--- config.mk ---
export PLATFORM = sky130hd
export DESIGN_NAME = wordreg_bank
export DESIGN_NICKNAME = d
export VERILOG_FILES = /design/src/rtl/regbank_pkg.sv /design/src/rtl/regbank_addr_ctl.sv /design/src/rtl/regbank_lane_strobe.sv /design/src/rtl/regbank_array.sv /design/src/rtl/wordreg_bank.sv
export SDC_FILE = /design/constraint.sdc
export NUM_CORES = 1
export LEC_CHECK = 0
export ABC_AREA = 1
export CAP_MARGIN = 15
export CORE_MARGIN = 3
export CORE_UTILIZATION = 65
export DETAILED_ROUTE_END_ITERATION = 8
export DONT_BUFFER_PORTS = 1
export PLACE_DENSITY = 0.81
export SLEW_MARGIN = 20
export SYNTH_ARGS = -nofsm -noshare
export SYNTH_HDL_FRONTEND = slang
export SYNTH_SLANG_ARGS = --single-unit
--- constraint.sdc ---
create_clock -name clk -period 3.45 [get_ports clk]
set_input_delay 0.5175 -clock clk [delete_from_list [all_inputs] [get_ports clk]]
set_output_delay 0.5175 -clock clk [all_outputs]
set_load 0.02 [all_outputs]
--- src/rtl/regbank_pkg.sv ---
package regbank_pkg;

   typedef enum logic [1:0] {
      PH_IDLE  = 2'b00,
      PH_READ  = 2'b01,
      PH_WRITE = 2'b10
   } phase_e;

   localparam logic [1:0] RESP_GOOD = 2'b00;
   localparam logic [1:0] RESP_FAIL = 2'b01;

endpackage

--- src/rtl/regbank_addr_ctl.sv ---
module regbank_addr_ctl
   import regbank_pkg::*;
#(
   parameter int ADDR_W = 32,
   parameter int IDX_W  = 3,
   parameter int OFS_W  = 2
) (
   input  logic              clk,
   input  logic              rst_n,
   input  logic              sel,
   input  logic              rdy,
   input  logic [1:0]        trans,
   input  logic              wr,
   input  logic [ADDR_W-1:0] addr,
   input  logic [2:0]        size,
   output phase_e            phase,
   output logic [IDX_W-1:0]  idx,
   output logic [OFS_W-1:0]  off,
   output logic [2:0]        sz
);

   logic accept;

   // Bit 1 of the transfer type separates the active types from idle and busy.
   assign accept = sel && rdy && trans[1];

   always_ff @(posedge clk or negedge rst_n) begin
      if (!rst_n) begin
         phase <= PH_IDLE;
         idx   <= '0;
         off   <= '0;
         sz    <= '0;
      end else if (accept) begin
         phase <= wr ? PH_WRITE : PH_READ;
         idx   <= addr[OFS_W +: IDX_W];
         off   <= addr[OFS_W-1:0];
         sz    <= size;
      end else begin
         phase <= PH_IDLE;
      end
   end

endmodule

--- src/rtl/regbank_lane_strobe.sv ---
module regbank_lane_strobe #(
   parameter int LANES = 4,
   parameter int OFS_W = 2
) (
   input  logic [OFS_W-1:0] off,
   input  logic [2:0]       sz,
   output logic [LANES-1:0] strb
);

   // A lane is written when its index and the byte offset agree above the size bits.
   for (genvar l = 0; l < LANES; l++) begin : g_lane
      localparam logic [OFS_W-1:0] LANE_ID = OFS_W'(l);
      assign strb[l] = ((LANE_ID ^ off) >> sz) == '0;
   end

endmodule

--- src/rtl/regbank_array.sv ---
module regbank_array #(
   parameter int NUM_REGS = 8,
   parameter int DATA_W   = 32,
   parameter int IDX_W    = 3,
   parameter int LANES    = 4
) (
   input  logic                       clk,
   input  logic                       rst_n,
   input  logic                       wr_en,
   input  logic [IDX_W-1:0]           idx,
   input  logic [LANES-1:0]           strb,
   input  logic [DATA_W-1:0]          wdata,
   output logic [DATA_W-1:0]          rd_word,
   output logic [NUM_REGS*DATA_W-1:0] flat
);

   logic [DATA_W-1:0] mem [NUM_REGS];

   for (genvar r = 0; r < NUM_REGS; r++) begin : g_reg
      localparam logic [IDX_W-1:0] MY_IDX = IDX_W'(r);
      always_ff @(posedge clk or negedge rst_n) begin
         if (!rst_n) begin
            mem[r] <= '0;
         end else if (wr_en && idx == MY_IDX) begin
            for (int b = 0; b < LANES; b++) begin
               if (strb[b]) mem[r][8*b +: 8] <= wdata[8*b +: 8];
            end
         end
      end
      assign flat[r*DATA_W +: DATA_W] = mem[r];
   end

   assign rd_word = mem[idx];

endmodule

--- src/rtl/wordreg_bank.sv ---
module wordreg_bank
   import regbank_pkg::*;
#(
   parameter int NUM_REGS = 8,
   parameter int DATA_W   = 32,
   parameter int ADDR_W   = 32
) (
   input  logic              clk,
   input  logic              rst_n,
   input  logic              sel_i,
   input  logic              rdy_i,
   input  logic [1:0]        trans_i,
   input  logic [2:0]        size_i,
   input  logic              wr_i,
   input  logic [ADDR_W-1:0] addr_i,
   input  logic [DATA_W-1:0] wdata_i,
   output logic              rdy_o,
   output logic [1:0]        resp_o,
   output logic [DATA_W-1:0] rdata_o
);

   localparam int LANES = DATA_W / 8;
   localparam int OFS_W = (LANES > 1) ? $clog2(LANES) : 1;
   localparam int IDX_W = (NUM_REGS > 1) ? $clog2(NUM_REGS) : 1;

   initial begin
      if (DATA_W % 8 != 0 || DATA_W < 16)
         $error("DATA_W must be a multiple of 8 and at least 16");
      if ((1 << IDX_W) != NUM_REGS)
         $error("NUM_REGS must be a power of two");
      if (ADDR_W < OFS_W + IDX_W)
         $error("ADDR_W too small for the register window");
   end

   phase_e                     phase;
   logic [IDX_W-1:0]           idx;
   logic [OFS_W-1:0]           off;
   logic [2:0]                 sz;
   logic [LANES-1:0]           strb;
   logic [DATA_W-1:0]          rd_word;
   logic [NUM_REGS*DATA_W-1:0] reg_flat;

   regbank_addr_ctl #(.ADDR_W(ADDR_W), .IDX_W(IDX_W), .OFS_W(OFS_W)) u_ctl (
      .clk(clk), .rst_n(rst_n), .sel(sel_i), .rdy(rdy_i), .trans(trans_i),
      .wr(wr_i), .addr(addr_i), .size(size_i),
      .phase(phase), .idx(idx), .off(off), .sz(sz)
   );

   regbank_lane_strobe #(.LANES(LANES), .OFS_W(OFS_W)) u_strb (
      .off(off), .sz(sz), .strb(strb)
   );

   regbank_array #(.NUM_REGS(NUM_REGS), .DATA_W(DATA_W), .IDX_W(IDX_W), .LANES(LANES)) u_regs (
      .clk(clk), .rst_n(rst_n), .wr_en(phase == PH_WRITE), .idx(idx),
      .strb(strb), .wdata(wdata_i), .rd_word(rd_word), .flat(reg_flat)
   );

   assign rdy_o   = 1'b1;
   assign resp_o  = RESP_GOOD;
   assign rdata_o = (phase == PH_READ) ? rd_word : '0;

endmodule

# Word level (Yosys, flattened, before mapping)
# Index checks and enable logic that the tools add are counted.
# totals
ff_bits	266
in_bits	74
out_inout_bits	35
wordCells	107
# classes
n_lt_le_gt_ge	1
n_eq_ne	9
shift	4
n_mux	6
bitwise	4
n_reduce_logical	47
# op_table
cell	count
binary-select mux 32 bit (select 3 bit)	1
2-to-1 mux 32 bit	3
AND reduction 2 bit	32
== test 3 bit (second input constant)	4
right shift 2 x 3 -> 2 bit	4
logical AND 1 bit	10
zero test 2 bit	4
== test 3 x 2 -> 1 bit (second input constant)	2
greater-or-equal comparator 4 bit (second input constant)	1
2-to-1 mux 2 bit	2
NOT 3 -> 4 bit	1
== test 3 x 1 -> 1 bit (second input constant)	1
zero test 3 bit	1
== test 2 x 1 -> 1 bit (second input constant)	1
== test 2 bit (second input constant)	1
NOT 1 bit	2
NOT 2 bit	1

# Depth between registers and ports, before layout
# Gate-level depths: netlist of the first run.
# logic_depth
word_depth	5
mapped_depth	9
mapped_depth_nobuf	7

# By module
# Synthesis of the first run repeated with hierarchy kept, for this count alone.
# unflattened
hier_cells	1746
area_unflattened_um2	12849.8
# modules_own_cells
mod	n_inst	cells_each	area_each_um2	seq_area_each_um2
regbank_array	1	1608	12012.8	6406.1
regbank_addr_ctl	1	41	422.9	250.2
wordreg_bank	1	75	322.8	0.0
regbank_lane_strobe	1	22	91.3	0.0

# Least setup slack after synthesis of the first run
# Ideal clock, no wire load.
# synth_path
path_type	register -> output
startpoint	register u_ctl.idx[0]
endpoint	output port rdata_o[23]
t_arrival_ps	1496
t_required_ps	2932
slack_ps	1436
stages_incl_launch_ff	10
path_buffers	2
cell_sequence	dfrtp_1 buf_4 inv_2 nand2_2 clkinv_1 buf_2 nand2_1 nand3_1 nor2_1 nor2_1
# synth_between
elab_chain_len	5
# synth_lines
item	line_no	source
start: declaration	regbank_addr_ctl.sv:17	output logic [IDX_W-1:0] idx,
start signal: assignment	regbank_addr_ctl.sv:35	idx <= addr[OFS_W +: IDX_W];
NOT 3 -> 4 bit (not written as such)	regbank_array.sv:33	assign rd_word = mem[idx];
binary-select mux 32 bit (select 3 bit)	regbank_array.sv:33	
2-to-1 mux 32 bit (not written as such) (2 in a row)	regbank_array.sv:33	
2-to-1 mux 32 bit	wordreg_bank.sv:60	assign rdata_o = (phase == PH_READ) ? rd_word : '0;
end: declaration	wordreg_bank.sv:19	output logic [DATA_W-1:0] rdata_o
# No other way between the ends. The select of a mux whose other input is x is not followed.

# Final worst setup path of the first run
# layout_path
startpoint	register u_ctl.idx[1]
endpoint	output port rdata_o[26]
# Same word-level chain as after synthesis.

==> flow_summary_export.csv, run 1 <==
group,metric,value,unit
sta,max_freq,0.302,GHz
status,status,"complete, but fails checks",
sta,hold_viol,266,
worst_setup_path,reg2reg_slack,610,ps
power,swShare,32.4,%
drt,top_layer,"met5",
clock_network,cts_max_level,1,
logic_synthesis,synthMuxAreaShare,0.166,%
worst_setup_path,worstReg2RegStart,"u_ctl.idx[0]",
grt,grt_pass1_vias,12000,
final_layout,fill_cells,1630,
drt,wl_met3,3.98,mm
logic_synthesis,synth_area_per_cell,7.47,µm²
logic_synthesis,synth_top_family_by_area,"simple AND/OR/NAND/NOR gates",
drt,drc,0,
clock_network,cts_buffers,29,
sta,clock_skew,13.3,ps
sta,worstMarginPinSlew,860,ps
status,violations,"hold timing",
clock_network,cts_resized,0,
power,peakVddDrop,0.486,mV
sta,setup_viol,0,
worst_setup_path,crit_path_end_kind,"output pin",
grt,grt_antenna_before_repair,1,
worst_setup_path,crit_start,"u_ctl.idx[1]",
hold_path,hold_path_class,"in -> async",
clock_network,clk_path_buf_depth,3,
power,power_frac_comb,21.6,%
die,ios,109,
logic_synthesis,ys_warn_count,0,
grt,track_usage,34.0,%
die,rows,52,
power,cellPowerDensity,661,nW/µm²
sta,post-route-period-util,95.9,%
placed_design,dpl.cell_count,1999,
drt,ant_nets,0,
worst_setup_path,cp_cell_sequence,"buf_4, nand2_2, clkinv_1, buf_4, nand2_1, nand3_1, nor2_1, nor2_1",
sta,slew_headroom,42.5,%
worst_setup_path,crit_fanout,17,
worst_setup_path,slowest_stage,"dfrtp_1",
placed_design,place_congestion,0.832,
worst_setup_path,worstReg2RegEnd,"u_regs.flat[1]",
logic_synthesis,syn_inst,1819,
final_layout,final_common_cell,"nand2_1",
clock_network,cts_tree,"yes",
final_layout,stdcell_count,2050,
power,p_seq_share,47.4,%
logic_synthesis,synth_compound_area_share,1.42,%
sta,slew_viol_final,0,
final_layout,fin_nets,1834,
final_layout,layout-drive-gt1-share,8.09,%
sta,grt_setup_unrepaired,"false",
logic_synthesis,yosysUniqueCellTypes,25,
final_layout,n_antenna_cell,0,
sta,holdWs,-328,ps
power,clkPwrFrac,31.0,%
drt,post_drt_wl_per_cell,18.8,µm
die,die_w,151,µm
logic_synthesis,yosysSeqAreaShare,49.0,%
logic_synthesis,synthAdderAreaFrac,0,%
clock_network,clock_latency,550,ps
worst_setup_path,cp-start-kind,"register",
die,die_h,151,µm
clock_network,numClockSinks,266,
worst_setup_path,cp_slowest_stage_delay,750,ps
clock_network,cts_root_buf,"clkbuf_16",
power,switchingPower,3140,µW
final_layout,final_cell_mix,"915 x nand2_1, 266 x dfrtp_1, 256 x nand4_1",
worst_setup_path,cp.arrival,2790,ps
final_layout,fin_area,14700,µm²
drt,met2_length,18.1,mm
run,maxCapViolCount,0,
placed_design,portBuffers,0,
die,fp.coreArea,20400,µm²
logic_synthesis,ys_seq_elements,266,
drt,viasPerCell,6.20,
die,start_util,66.7,%
clock_network,path_clk_slew,60,ps
power,totalPowerFinal,9690,µW
grt,grt_pass1_wl,62.4,mm
drt,drt-total-wl,38.5,mm
sta,tns,0,ps
placed_design,dpl.hpwl,22.7,mm
drt,drt_iter0_markers,1642,
drt,firstDrtPassIters,7,
drt,num_vias,12700,
final_layout,areaGrowthSynthToFinish,7.91,%
logic_synthesis,synth_xor_xnor_area_share,0,%
grt,grt_start_max_net_pins,267,
worst_setup_path,worstRegToRegCells,7,
drt,wl_met1,15.4,mm
placed_design,placed_area,13700,µm²
power,p_int,6550,µW
worst_setup_path,required,2930,ps
grt,gr-total-overflow,0,
logic_synthesis,synthSimpleGateAreaFrac,43.6,%
power,p_leak,0.00713,µW
sta,period_minus_slack,3310,ps
logic_synthesis,syn_area,13600,µm²
die,dieArea,22700,µm²
worst_setup_path,crit_type,"reg -> out",
clock_network,cts_setup_buffers,0,
## Yosys cell counts, drive strengths merged
library cell | number | area, µm²
nand2 | 917 | 3450
dfrtp | 266 | 6660
nand4 | 257 | 1610
buf | 92 | 462
nor2 | 84 | 390
nand3 | 83 | 458
clkbuf | 65 | 282
o21ai | 23 | 115
a21oi | 14 | 70.1
inv | 10 | 37.5
clkinv | 2 | 7.51
conb | 2 | 7.51
mux2 | 2 | 22.5
o21bai | 1 | 7.51
or2 | 1 | 6.26
## worst max path at each step
stage	to	slack [ps]	cells after the start
finish	rdata_o[26]	140	8
global route	rdata_o[26]	70	8
CTS	rdata_o[26]	200	8
detailed placement	u_regs.flat[17]	670	7
global placement	u_regs.flat[171]	750	7
floorplan	rdata_o[23]	1440	9
## critical path: cells and delay by family (launching register included)
family / cells / cell delay [ps]
DFF: 1 / 750
buffers and inverters: 3 / 720
and+or+nand+nor: 5 / 750
## power groups by stage
stage               clock network (µW)  registers (µW)  logic [µW]
floorplan                            0            4480        1680
global placement                     0            4580        1980
detailed placement                   0            4610        2070
CTS                               3030            4570        2080
global route                      3160            4690        2400
finish                            3000            4590        2100
## final cells by class
type | instances | area (µm²) | area share (%)
clock buffer | 44 | 882 | 6.02
clock inverter | 7 | 42.5 | 0.290
inverter | 12 | 45.0 | 0.307
multi-input combinational | 1385 | 6160 | 42.0
sequential | 266 | 6660 | 45.4
tap | 270 | 338 | 2.30
timing repair buffer | 66 | 533 | 3.64
## cell families after synthesis
logic type | after synthesis
DFF | 266
and+or+nand+nor | 1342
muxes | 2
AOI/OAI and AO/OA | 38
other | 2
buffers and inverters | 169
## flip-flops by register name (all words and copies together) (netlist names)
signal,count
u_ctl.sz,3
u_regs.flat,256
u_ctl.phase,2
u_ctl.idx,3
u_ctl.off,2
## per-layer routing
| layer | vias up | GRT usage (%) |
|---|---|---|
| li1 | 5880 | - |
| met1 | 6022 | 49.4 |
| met4 | 2 | 12.3 |
| met3 | 94 | 6.74 |
| met5 | - | 0 |
| met2 | 719 | 51.2 |
## through the flow
step | utilization, % | worst slack [ps] | hold slack, ps
2_1_floorplan | - | 1440 | 222
3_3_place_gp | 67.4 | 745 | 230
3_5_place_dp | 67.4 | 672 | 230
4_1_cts | 72.0 | 203 | -357
5_1_grt | 72.0 | 74.2 | -344
6_report | 72.0 | 141 | -328
No activity file was read; power rests on OpenSTA's default activity.
==> inputs of run 2 (changes only) <==
==> constraint.sdc (replaced) <==
create_clock -name clk -period 4.1 [get_ports clk]
set_input_delay 0.615 -clock clk [delete_from_list [all_inputs] [get_ports clk]]
set_output_delay 0.615 -clock clk [all_outputs]
set_load 0.02 [all_outputs]
==> run 2 against run 1 <==
  * The run still ends with hold timing left
  * Design area up 0.13%
  * Clock-buffer cell count up 4
  * Non-clock buffer count down 1
  * Global-route usage down 0.19 points
  * Final cell count about the same
  * First-iteration DRC count up 0.12%
  * Register-to-register slack better by 40 ps
  * Sequential power down 16%
  * Clock power down 13%
  * Hold slack better by 91 ps
  * Clock skew up 2.7 ps
  * Sequential share of layout area down 0.058 points
  * Critical endpoint is now rdata_o[17]
==> flow_summary_export.csv, run 2 (synthesized netlist as in run 1, its figures left out) <==
group,metric,value,unit
sta,worstMarginPinSlew,1010,ps
placed_design,place_congestion,0.818,
sta,post-route-period-util,93.1,%
drt,post_drt_wl_per_cell,18.8,µm
placed_design,dpl.cell_count,1998,
status,violations,"hold timing",
clock_network,clock_latency,560,ps
worst_setup_path,worstReg2RegEnd,"u_regs.flat[63]",
drt,drt_iter0_markers,1644,
final_layout,fill_cells,1624,
drt,num_vias,12800,
worst_setup_path,reg2reg_slack,650,ps
power,cellPowerDensity,562,nW/µm²
clock_network,cts_max_level,1,
clock_network,numClockSinks,266,
drt,drc,0,
sta,tns,0,ps
power,p_leak,0.00715,µW
worst_setup_path,crit_fanout,22,
die,fp.coreArea,20400,µm²
die,die_w,151,µm
sta,hold_viol,266,
drt,drt-total-wl,38.6,mm
grt,grt_antenna_before_repair,0,
hold_path,hold_path_class,"in -> async",
clock_network,cts_tree,"yes",
run,maxCapViolCount,0,
final_layout,final_common_cell,"nand2_1",
sta,clock_skew,16.1,ps
final_layout,layout-drive-gt1-share,8.20,%
grt,grt_pass1_wl,61.9,mm
placed_design,portBuffers,0,
worst_setup_path,crit_path_end_kind,"output pin",
die,rows,52,
die,die_h,151,µm
placed_design,dpl.hpwl,22.8,mm
drt,ant_nets,0,
worst_setup_path,worstReg2RegStart,"u_ctl.idx[0]",
power,peakVddDrop,0.349,mV
grt,grt_start_max_net_pins,267,
sta,slew_viol_final,0,
final_layout,stdcell_count,2051,
final_layout,final_cell_mix,"915 x nand2_1, 266 x dfrtp_1, 256 x nand4_1",
worst_setup_path,worstRegToRegCells,9,
final_layout,largest_register_ffs,256,
sta,max_freq,0.262,GHz
grt,gr-total-overflow,0,
status,status,"complete, but fails checks",
worst_setup_path,cp-start-kind,"register",
clock_network,path_clk_slew,60,ps
placed_design,dp_slack,786,ps
sta,period_minus_slack,3820,ps
die,dieArea,22700,µm²
sta,grt_setup_unrepaired,"false",
clock_network,cts_root_buf,"clkbuf_16",
die,ios,109,
clock_network,cts_resized,0,
drt,viasPerCell,6.22,
sta,layout_setup_ws,283,ps
worst_setup_path,required,3480,ps
worst_setup_path,cp.arrival,3200,ps
grt,grt_pass1_vias,12000,
grt,track_usage,33.8,%
sta,holdWs,-237,ps
clock_network,cts_buffers,29,
final_layout,fin_nets,1833,
drt,firstDrtPassIters,5,
final_layout,areaGrowthSynthToFinish,8.05,%
sta,slew_headroom,32.3,%
worst_setup_path,crit_type,"reg -> out",
clock_network,cts_setup_buffers,0,
clock_network,clk_path_buf_depth,3,
final_layout,n_antenna_cell,0,
die,start_util,66.7,%
sta,setup_viol,0,
==> run 2: changes by cell type in the layout (fill, tap and decap cells not counted), sizes merged <==
cell / delta
buf: -1
clkbuf: +4
clkinv: -2
==> run 2: area by class of cell <==
cell class,count,area (µm²),area share [%]
clock buffers,48,947,6.45
clock inverters,5,28.8,0.196
inverters,12,45.0,0.307
multi-input cells,1385,6160,42.0
flip-flops and latches,266,6660,45.4
well taps,270,338,2.30
repair buffers,65,500,3.41
==> run 2: report_power, final <==
part	total (µW)	internal, µW	switching, µW	leakage (µW)
Sequential	3860	3420	441	0.00278
Combinational	1760	610	1150	0.00389
Clock	2620	1560	1060	0.000490
Total	8250	5590	2660	0.00715
==> run 2: per-stage QoR <==
stage / total power [µW] / instance area [µm²] / hold WS (ps) / utilization [%]
after floorplan: 5180 / 13600 / 319 / -
after global placement: 5500 / 13700 / 329 / 67.3
after detailed placement: 5610 / 13700 / 328 / 67.3
after CTS: 8230 / 14700 / -250 / 72.1
after global routing: 8710 / 14700 / -251 / 72.1
final: 8250 / 14700 / -237 / 72.1
==> run 2: how the worst max path moves through the flow <==
stage                             from         endpoint  slack [ps]  cells past startpoint
final                     u_ctl.idx[1]      rdata_o[17]         280                      9
after global routing      u_ctl.idx[1]      rdata_o[20]         180                      9
after CTS                 u_ctl.idx[1]      rdata_o[17]         350                      9
after detailed placement  u_ctl.idx[0]  u_regs.flat[63]         790                      9
after global placement    u_ctl.idx[0]  u_regs.flat[56]         850                      9
after floorplan           u_ctl.idx[0]      rdata_o[23]        1990                      9
==> run 2: worst max-delay path, cell delays in order, from the launching register on <==
cell	delay [ps]
dfrtp_1	380
buf_4	250
nand2_2	180
clkinv_1	800
buf_4	530
nand2_1	80
nand3_1	80
nor2_1	100
nor2_1	70
buf_4	170
==> run 2: layer usage <==
metal  global-route usage [%]  share of wire (%)  vias up
li1                         -                  -     5878
met1                     47.5                 39     6087
met4                     13.2                3.2        0
met3                     5.54                 10      120
met5                        0                  0        -
met2                     53.0                 47      679
==> inputs of run 3 (changes only) <==
--- a/config.mk
+++ b/config.mk
@@ -8,10 +8,10 @@
 export ABC_AREA = 1
 export CAP_MARGIN = 15
 export CORE_MARGIN = 3
-export CORE_UTILIZATION = 65
+export CORE_UTILIZATION = 25
 export DETAILED_ROUTE_END_ITERATION = 8
 export DONT_BUFFER_PORTS = 1
-export PLACE_DENSITY = 0.81
+export HOLD_SLACK_MARGIN = 0.06
 export SLEW_MARGIN = 20
 export SYNTH_ARGS = -nofsm -noshare
 export SYNTH_HDL_FRONTEND = slang
==> run 3 against run 2 <==
  * The flow still finishes with violations (hold timing)
  * Utilization is 43 points lower
  * Die area grew to 2.5 times the previous value
  * Register-to-register slack improved by 210 ps
  * Maximum frequency grew 7.4%
  * Critical path depth up 1
  * First-iteration DRC count shrank 23%
  * Flip-flop and latch count stayed put
==> flow_summary_export.csv, run 3 (synthesized netlist as in run 1, its figures left out) <==
group,metric,value,unit
status,status,"complete, but fails checks",
status,violations,"hold timing",
grt,grt_start_max_net_pins,267,
power,cellPowerDensity,546,nW/µm²
power,peakVddDrop,0.261,mV
worst_setup_path,cp.arrival,2940,ps
final_layout,largest_register_ffs,256,
clock_network,cts_resized,0,
worst_setup_path,cp-start-kind,"register",
drt,drt-total-wl,44.7,mm
clock_network,cts_buffers,30,
sta,max_freq,0.281,GHz
clock_network,cts_max_level,1,
die,dieArea,57200,µm²
drt,ant_nets,0,
final_layout,final_common_cell,"nand2_1",
clock_network,cts_setup_buffers,0,
die,die_w,239,µm
sta,tns,0,ps
clock_network,cts_tree,"yes",
die,ios,109,
die,die_h,239,µm
clock_network,clock_latency,590,ps
drt,post_drt_wl_per_cell,18.1,µm
drt,firstDrtPassIters,7,
worst_setup_path,cp_cell_sequence,"buf_4, inv_2, nand2_2, clkinv_1, buf_12, nand2_1, nand2_1, nor2_1, nor2_1, buf_4",
final_layout,post-route-util,28.7,%
placed_design,portBuffers,0,
sta,slew_viol_final,0,
sta,grt_setup_unrepaired,"false",
final_layout,areaGrowthSynthToFinish,12.2,%
worst_setup_path,crit_type,"reg -> out",
grt,grt_pass1_vias,12000,
drt,viasPerCell,5.10,
final_layout,seq_area,6660,µm²
power,totalPowerFinal,8320,µW
drt,num_vias,12600,
grt,grt_pass1_wl,69.6,mm
drt,drc,0,
die,rows,84,
worst_setup_path,crit_path_end_kind,"output pin",
clock_network,clk_path_buf_depth,3,
sta,worstMarginPinSlew,965,ps
clock_network,path_clk_slew,60,ps
sta,post-route-period-util,86.7,%
sta,clock_skew,18.2,ps
worst_setup_path,crit_fanout,26,
run,maxCapViolCount,0,
worst_setup_path,required,3480,ps
hold_path,hold_path_class,"in -> async",
grt,gr-total-overflow,0,
final_layout,fin_nets,1831,
sta,holdWs,-249,ps
sta,setup_viol,0,
grt,grt_antenna_before_repair,0,
final_layout,fill_cells,5710,
worst_setup_path,cp_slowest_stage_delay,380,ps
drt,drt_iter0_markers,1272,
power,p_leak,0.00714,µW
worst_setup_path,slowest_stage,"clkinv_1",
sta,hold_viol,266,
final_layout,layout-drive-gt1-share,7.70,%
final_layout,final_cell_mix,"915 x nand2_1, 266 x dfrtp_1, 256 x nand4_1",
die,fp.coreArea,53200,µm²
clock_network,numClockSinks,266,
sta,period_minus_slack,3550,ps
placed_design,dpl.hpwl,27.4,mm
clock_network,cts_root_buf,"clkbuf_16",
placed_design,place_congestion,0.808,
grt,track_usage,15.3,%
sta,slew_headroom,35.6,%
die,start_util,25.5,%
final_layout,multiInputGateArea,6180,µm²
final_layout,n_antenna_cell,0,
-- run 3: changes by cell type in the layout (fill, tap and decap cells not counted), moves of 4 or more --
cell | before | now
clkbuf_8 | 15 | 5
clkbuf_1 | 4 | 11
buf_12 | 1 | 5
buf_4 | 64 | 57
-- run 3: cell type report --
class / instances / share of cell area, %
timing repair buffer: 62 / 3.46
clock buffer: 46 / 5.65
tap: 688 / 5.65
sequential: 266 / 43.7
clock inverter: 8 / 0.780
multi-input combinational: 1385 / 40.5
inverter: 12 / 0.295
-- run 3: worst paths after layout --
kind / startpoint / end / slack (ps) / depth (start not counted)
min: rst_n / u_regs.flat[35] / -250 / 0
max reg2reg: u_ctl.idx[0] / u_regs.flat[44] / 860 / 9
min reg2reg: u_regs.flat[168] / u_regs.flat[168] / 470 / 2
min in group clk: wr_i / u_ctl.phase[0] / 100 / 1
max: u_ctl.idx[0] / rdata_o[16] / 550 / 10
max in group asynchronous: rst_n / u_regs.flat[53] / 3770 / 0
-- run 3: per-stage QoR --
stage / setup WS, ps / instance area [µm²] / cells
after floorplan: 1990 / 13600 / 1820
after global placement: 960 / 14200 / 2412
after detailed placement: 894 / 14200 / 2412
after CTS: 525 / 15200 / 2466
after global routing: 316 / 15200 / 2467
final: 547 / 15200 / 2467
-- run 3: worst max-delay path, delay by kind of cell (launching register included) --
| kind | cells | cell delay, ps |
|---|---|---|
| buf+inv | 5 | 1370 |
| simple gates | 5 | 620 |
| flops | 1 | 340 |
-- run 3: routing by layer --
metal  up-vias  part of all wire [%]  routed length, µm  track usage (%)
li1       5866                     -                  -                -
met1      6198                    44              19800             21.3
met2       454                    46              20400             24.2
met3        73                   7.4               3310             2.64
met4         0                   2.4               1090             4.80
met5         -                     0                  0                0
-- run 3: where the power goes --
part / switching [µW] / internal, µW / total, µW
registers: 433 / 3420 / 3850
clock network: 1120 / 1570 / 2680
logic: 1160 / 622 / 1780
total: 2710 / 5610 / 8320
